## config.mk

```make
export PLATFORM = sky130hd
export DESIGN_NAME = spec_load_table
export DESIGN_NICKNAME = d
export VERILOG_FILES = /design/src/rtl/slt_pkg.sv /design/src/rtl/slt_match.sv /design/src/rtl/slt_victim.sv /design/src/rtl/spec_load_table.sv
export SDC_FILE = /design/constraint.sdc
export NUM_CORES = 1
export LEC_CHECK = 0
export ABC_AREA = 1
export BUFFER_PORTS_ARGS = -buffer_cell sky130_fd_sc_hd__buf_2
export CORE_MARGIN = 2
export CORE_UTILIZATION = 48
export DETAILED_ROUTE_END_ITERATION = 7
export PLACE_DENSITY = 0.68
export SLEW_MARGIN = 20
export SYNTH_ARGS = -nofsm -noshare
export SYNTH_HDL_FRONTEND = slang
export SYNTH_HIERARCHICAL = 1
export SYNTH_SLANG_ARGS = --single-unit
```

## constraint.sdc

```tcl
create_clock -name clk -period 5.4 [get_ports clk]
set_input_delay 1.08 -clock clk [delete_from_list [all_inputs] [get_ports clk]]
set_output_delay 1.08 -clock clk [all_outputs]
set_load 0.01 [all_outputs]
```

## src/rtl/slt_pkg.sv

```systemverilog
package slt_pkg;
    localparam int OP_W = 3;

    typedef enum logic [OP_W-1:0] {
        OP_NONE     = 3'd0,
        OP_ADV      = 3'd1,
        OP_SADV     = 3'd2,
        OP_CHK_CLR  = 3'd3,
        OP_CHK_KEEP = 3'd4,
        OP_STORE    = 3'd5,
        OP_FLUSH    = 3'd6
    } slt_op_e;
endpackage

```

## src/rtl/slt_match.sv

```systemverilog
// Per-entry comparators: register match, exact match, byte-range overlap.
module slt_match #(
    parameter int ENTRIES = 8,
    parameter int REG_W   = 7,
    parameter int ADDR_W  = 16,
    parameter int SIZE_W  = 2
) (
    input  logic [ENTRIES-1:0]             ent_valid,
    input  logic [ENTRIES-1:0][REG_W-1:0]  ent_reg,
    input  logic [ENTRIES-1:0][ADDR_W-1:0] ent_addr,
    input  logic [ENTRIES-1:0][SIZE_W-1:0] ent_size,
    input  logic [REG_W-1:0]               req_reg,
    input  logic [ADDR_W-1:0]              req_addr,
    input  logic [SIZE_W-1:0]              req_size,
    output logic [ENTRIES-1:0]             reg_hit,
    output logic [ENTRIES-1:0]             exact_hit,
    output logic [ENTRIES-1:0]             overlap
);
    localparam int EXT_W = ADDR_W + 1;

    logic [EXT_W-1:0] req_lo, req_hi;
    assign req_lo = {1'b0, req_addr};
    assign req_hi = req_lo + (EXT_W'(1) << req_size);

    for (genvar i = 0; i < ENTRIES; i++) begin : g_ent
        logic [EXT_W-1:0] ent_lo, ent_hi;
        assign ent_lo       = {1'b0, ent_addr[i]};
        assign ent_hi       = ent_lo + (EXT_W'(1) << ent_size[i]);
        assign reg_hit[i]   = ent_valid[i] && (ent_reg[i] == req_reg);
        assign exact_hit[i] = reg_hit[i] && (ent_addr[i] == req_addr)
                              && (ent_size[i] == req_size);
        assign overlap[i]   = ent_valid[i] && (ent_lo < req_hi) && (req_lo < ent_hi);
    end
endmodule

```

## src/rtl/slt_victim.sv

```systemverilog
// Slot choice for an allocation: same register, else lowest free, else pointer.
module slt_victim #(
    parameter int ENTRIES = 8,
    localparam int IDX_W  = $clog2(ENTRIES)
) (
    input  logic [ENTRIES-1:0] ent_valid,
    input  logic [ENTRIES-1:0] reg_hit,
    input  logic [IDX_W-1:0]   rr_ptr,
    output logic [IDX_W-1:0]   slot,
    output logic               use_rr
);
    logic [IDX_W-1:0] free_idx, reg_idx;
    logic             any_free, any_reg;

    always_comb begin
        free_idx = '0;
        reg_idx  = '0;
        any_free = 1'b0;
        any_reg  = 1'b0;
        for (int i = ENTRIES - 1; i >= 0; i--) begin
            if (!ent_valid[i]) begin
                free_idx = IDX_W'(i);
                any_free = 1'b1;
            end
            if (reg_hit[i]) begin
                reg_idx = IDX_W'(i);
                any_reg = 1'b1;
            end
        end
        use_rr = 1'b0;
        if (any_reg) begin
            slot = reg_idx;
        end else if (any_free) begin
            slot = free_idx;
        end else begin
            slot   = rr_ptr;
            use_rr = 1'b1;
        end
    end
endmodule

```

## src/rtl/spec_load_table.sv

```systemverilog
module spec_load_table #(
    parameter int ENTRIES = 8,
    parameter int REG_W   = 7,
    parameter int ADDR_W  = 16,
    parameter int SIZE_W  = 2
) (
    input  logic              clk,
    input  logic              rst_n,
    input  logic              req_valid,
    input  logic [2:0]        req_op,
    input  logic              req_spec_page,
    input  logic              req_defer,
    input  logic [REG_W-1:0]  req_reg,
    input  logic [ADDR_W-1:0] req_addr,
    input  logic [SIZE_W-1:0] req_size,
    output logic              chk_done,
    output logic              chk_hit
);
    import slt_pkg::*;

    localparam int IDX_W = $clog2(ENTRIES);
    localparam logic [IDX_W-1:0] LAST_IDX = IDX_W'(ENTRIES - 1);

    typedef struct packed {
        logic [ENTRIES-1:0]             valid;
        logic [ENTRIES-1:0][REG_W-1:0]  rg;
        logic [ENTRIES-1:0][ADDR_W-1:0] ad;
        logic [ENTRIES-1:0][SIZE_W-1:0] sz;
        logic [IDX_W-1:0]               rr;
        logic                           done;
        logic                           hit;
    } state_t;

    state_t s_d, s_q;

    logic [ENTRIES-1:0]            reg_hit, exact_hit, overlap;
    logic [IDX_W-1:0]              slot;
    logic                          use_rr;
    logic [ENTRIES-1:0]            ent_valid_q;
    logic [ENTRIES-1:0][REG_W-1:0] ent_reg_q;

    assign ent_valid_q = s_q.valid;
    assign ent_reg_q   = s_q.rg;

    slt_match #(
        .ENTRIES(ENTRIES), .REG_W(REG_W), .ADDR_W(ADDR_W), .SIZE_W(SIZE_W)
    ) u_match (
        .ent_valid (s_q.valid),
        .ent_reg   (s_q.rg),
        .ent_addr  (s_q.ad),
        .ent_size  (s_q.sz),
        .req_reg   (req_reg),
        .req_addr  (req_addr),
        .req_size  (req_size),
        .reg_hit   (reg_hit),
        .exact_hit (exact_hit),
        .overlap   (overlap)
    );

    slt_victim #(.ENTRIES(ENTRIES)) u_victim (
        .ent_valid (s_q.valid),
        .reg_hit   (reg_hit),
        .rr_ptr    (s_q.rr),
        .slot      (slot),
        .use_rr    (use_rr)
    );

    always_comb begin
        slt_op_e op;
        logic    alloc;
        op     = slt_op_e'(req_op);
        alloc  = 1'b0;
        s_d    = s_q;
        s_d.done = 1'b0;
        s_d.hit  = 1'b0;
        if (req_valid) begin  // idle cycles leave everything alone
            case (op)
                OP_ADV, OP_SADV: begin

                    if (req_spec_page && !(op == OP_SADV && req_defer)) begin
                        alloc = 1'b1;
                    end else begin
                        s_d.valid = s_q.valid & ~reg_hit;
                    end
                end
                OP_CHK_CLR: begin

                    s_d.done  = 1'b1;
                    s_d.hit   = |exact_hit;
                    s_d.valid = s_q.valid & ~exact_hit;
                end
                OP_CHK_KEEP: begin

                    s_d.done = 1'b1;
                    s_d.hit  = |exact_hit;
                    alloc    = req_spec_page && !(|exact_hit);
                end
                OP_STORE: s_d.valid = s_q.valid & ~overlap;
                OP_FLUSH: s_d.valid = '0;
                default: ;
            endcase
        end
        if (alloc) begin

            s_d.valid[slot] = 1'b1;
            s_d.rg[slot]    = req_reg;
            s_d.ad[slot]    = req_addr;
            s_d.sz[slot]    = req_size;
            if (use_rr) begin
                s_d.rr = (s_q.rr == LAST_IDX) ? '0 : s_q.rr + 1'b1;
            end
        end
    end

    always_ff @(posedge clk or negedge rst_n) begin
        if (!rst_n) begin
            s_q <= '0;
        end else begin
            s_q <= s_d;
        end
    end

    assign chk_done = s_q.done;
    assign chk_hit  = s_q.hit;
endmodule

```

==> impl_results.md <==
* Status: finished, final reports clean
* Setup tns final at 0 ns
* Largest net degree at the start of global routing at 111
* Final setup margin at 0.9339 ns
* Post-Syn Instances at 2983
* Synthesis Warnings at 6
* Vias in the first global route at 20880
* Site Rows at 77
* Final setup viols at 0
* Post-Syn Area at 21230 sq um
* Final critical-path share of the clock period at 0.8271
* Setup WS pre-CTS at 0.5538 ns
* Die Ht at 214.3 microns
* Crit path to: ent_valid_q[4]$_DFF_PN0_
* Layout Cell Area excl Fill at 23120 sq um
* Register area share after synthesis at 0.2511
* Critical path peak fanout at 6
* Setup crit start: req_size[0]
* Req. time, crit path at 5.86 ns
* Fin Hold WS at 0.4794 ns
* Avg WL per Cell at 21.88 microns
* Reg clk slew, reported paths at 0.07 ns
* Clk_lat worst skew at 0.58 ns
* Crit path launch type: primary input
* Root buffer cell: clkbuf_16
* Hold WC Path Type: reg -> reg
* DPL Wire Length at 54.94 mm
* Async SR Flop Fraction at 1.000
* Pins Over Slew Limit at 0
* Area leader, netlist: dfrtp_1
* Worst EP arrival at 4.92 ns
* Setup Fix Bufs, Post-CTS at 0
* RSZ-0062 raised after global routing: false
* Clk sinks at 213
* Post-DRT Antenna Nets at 0
* Worst setup path category: in -> reg
* Diode count at 0
* Relative slew slack at 0.3363
* Synth Register Bits at 213
* Antenna violations before repair at 1
* Leak at 0.01168 uW
* Reg2reg setup slack at 1.71 ns
* First-pass DRT Iterations at 6
* CP Capture Type: register
* Number of max-cap violations at 0
* Fill count at 4266
* Post-Route Skew at 0.03372 ns
* Starting Density at 0.4832
* 1st-iter DRT viols at 2238
* Netlist cell types at 52
* Commonest register cell after synthesis: dfrtp_1
* Slew at the pin closest to its max-slew limit at 0.9955 ns
* Fmax at 0.2239 GHz
* Min Clock Period, post-route at 4.466 ns
* Reg2reg end: ent_valid_q[3]$_DFF_PN0_
* Maximum vdd ir drop at 274.6 uV
* Final core utilization at 0.5262
* Most common cell in the netlist: nand2_1
* Hold Buf Count CTS at 0
* Gr usage total at 0.3372
* Clock buffer depth at 3
* Htree depth at 1
* Cts bufs inserted at 27
* Most common library cells after synthesis: 967 x nand2_1, 278 x ha_1, 255 x nand4_1, 224 x nor2_1, 213 x dfrtp_1
* Die area at 45920 sq um
* Area after DPL at 22220 sq um
* Post-cts sizing count at 0
* First-pass GRT wire length at 121.5 mm
* Final hold violations at 0
* Share of cells above drive strength 1 at 0.07309
* R2R cell count at 23
* Avg Synthesized Cell Area at 7.116 sq um
* GRT overflow at 0
* Area contributors post-synth: dfrtp_1 25%, nand2_1 17%, ha_1 16%, nand4_1 7.5%, xor2_1 5.9%
* I/O Buffers at 34
* Final wirelength at 78.82 mm
* Layout Nets at 3312
* Via density at 6.068
* GPL Wtd Cong at 0.9880
* Yosys top cell area share at 0.2511
* Layout area overhead at 8.900%
* Vias at 21860
* Boundary Pins at 35
* P per Cell Area at 275.3 nW/um^2
* Number of synthesized flops with an enable pin at 0
* DRC Markers at 0
* Area of the core at 43930 sq um
* Clock tree from TritonCTS: done
* Syn Nets at 3303
* Die Wd at 214.3 microns
[layer usage]
metal | part of all wire | up-vias | track usage
li1 | - | 10100 | -
met3 | 0.097 | 283 | 0.06511
met4 | 0.060 | 0 | 0.1801
met5 | 0 | - | 0
met1 | 0.41 | 10360 | 0.4388
met2 | 0.44 | 1106 | 0.5307
[power breakdown]
group | switching (uW) | internal, uW
Sequential | 406 | 1820
Combinational | 1390 | 851
Clock | 757 | 1140
Total | 2550 | 3810
[cells in the final DEF (no fill, tap or decap), drive strengths merged, types with 12 or more instances in the layout]
cell type    n
buf        117
clkbuf      40
a21o        12
o21ai       49
xor2       143
nand2      974
inv        215
xnor2       46
or2         14
a211oi      19
a221oi      12
nor2       236
a21oi       99
nor3        51
o22ai       37
nand4      255
ha         278
dfrtp      213
nand3      114
nor4        24
[area by class of cell]
| type | count | area [sq um] | share of cell area |
|---|---|---|---|
| Inverter | 220 | 827.0 | 0.03578 |
| Sequential cell | 213 | 5330 | 0.2306 |
| Tap cell | 592 | 740.7 | 0.03204 |
| Clock inverter | 7 | 113.9 | 0.004925 |
| Timing Repair Buffer | 117 | 872.1 | 0.03772 |
| Clock buffer | 40 | 784.5 | 0.03394 |
| Multi-Input combinational cell | 2413 | 14450 | 0.6250 |
[metrics by stage]
step,power (uW),instances
6_report,6364,3602
5_1_grt,6771,3602
4_1_cts,6332,3602
3_5_place_dp,4425,3555
3_3_place_gp,4328,3555
2_1_floorplan,3678,2983
[critical path: stages]
cell	delay [ns]
buf_2	0.17
nor2_1	0.14
ha_1	0.21
fa_1	0.23
nand2_1	0.07
nand2_1	0.08
nand2_2	0.10
nor2_8	0.18
inv_1	0.08
nor2_1	0.15
xor2_1	0.71
buf_4	0.32
ha_1	0.26
nand2_1	0.10
nor2_1	0.06
a211oi_1	0.25
nand2_1	0.09
nand2_1	0.06
nand2_1	0.05
nor2_1	0.10
nand4_1	0.09
nand3_1	0.11
nand3_1	0.09
nand2_1	0.06
nand2_1	0.05
[cells by family (layout without fill, tap and decap cells)]
kind of cell	count (synthesis)	after routing	synth area share
simple gates	1676	1676	0.3535
fa+ha+maj	287	287	0.1723
compound gates	261	261	0.07438
buf+inv	357	384	0.07067
xor+xnor	189	189	0.07798
flops	213	213	0.2511
[worst min-delay path by stage]
stage | endpoint | slack (ns) | cells past startpoint
2_1_floorplan | register | 0.44 | 2
3_3_place_gp | register | 0.46 | 2
3_5_place_dp | register | 0.46 | 2
4_1_cts | register | 0.48 | 2
5_1_grt | register | 0.50 | 2
6_report | register | 0.48 | 2
No activity file was read; power rests on OpenSTA's default activity.
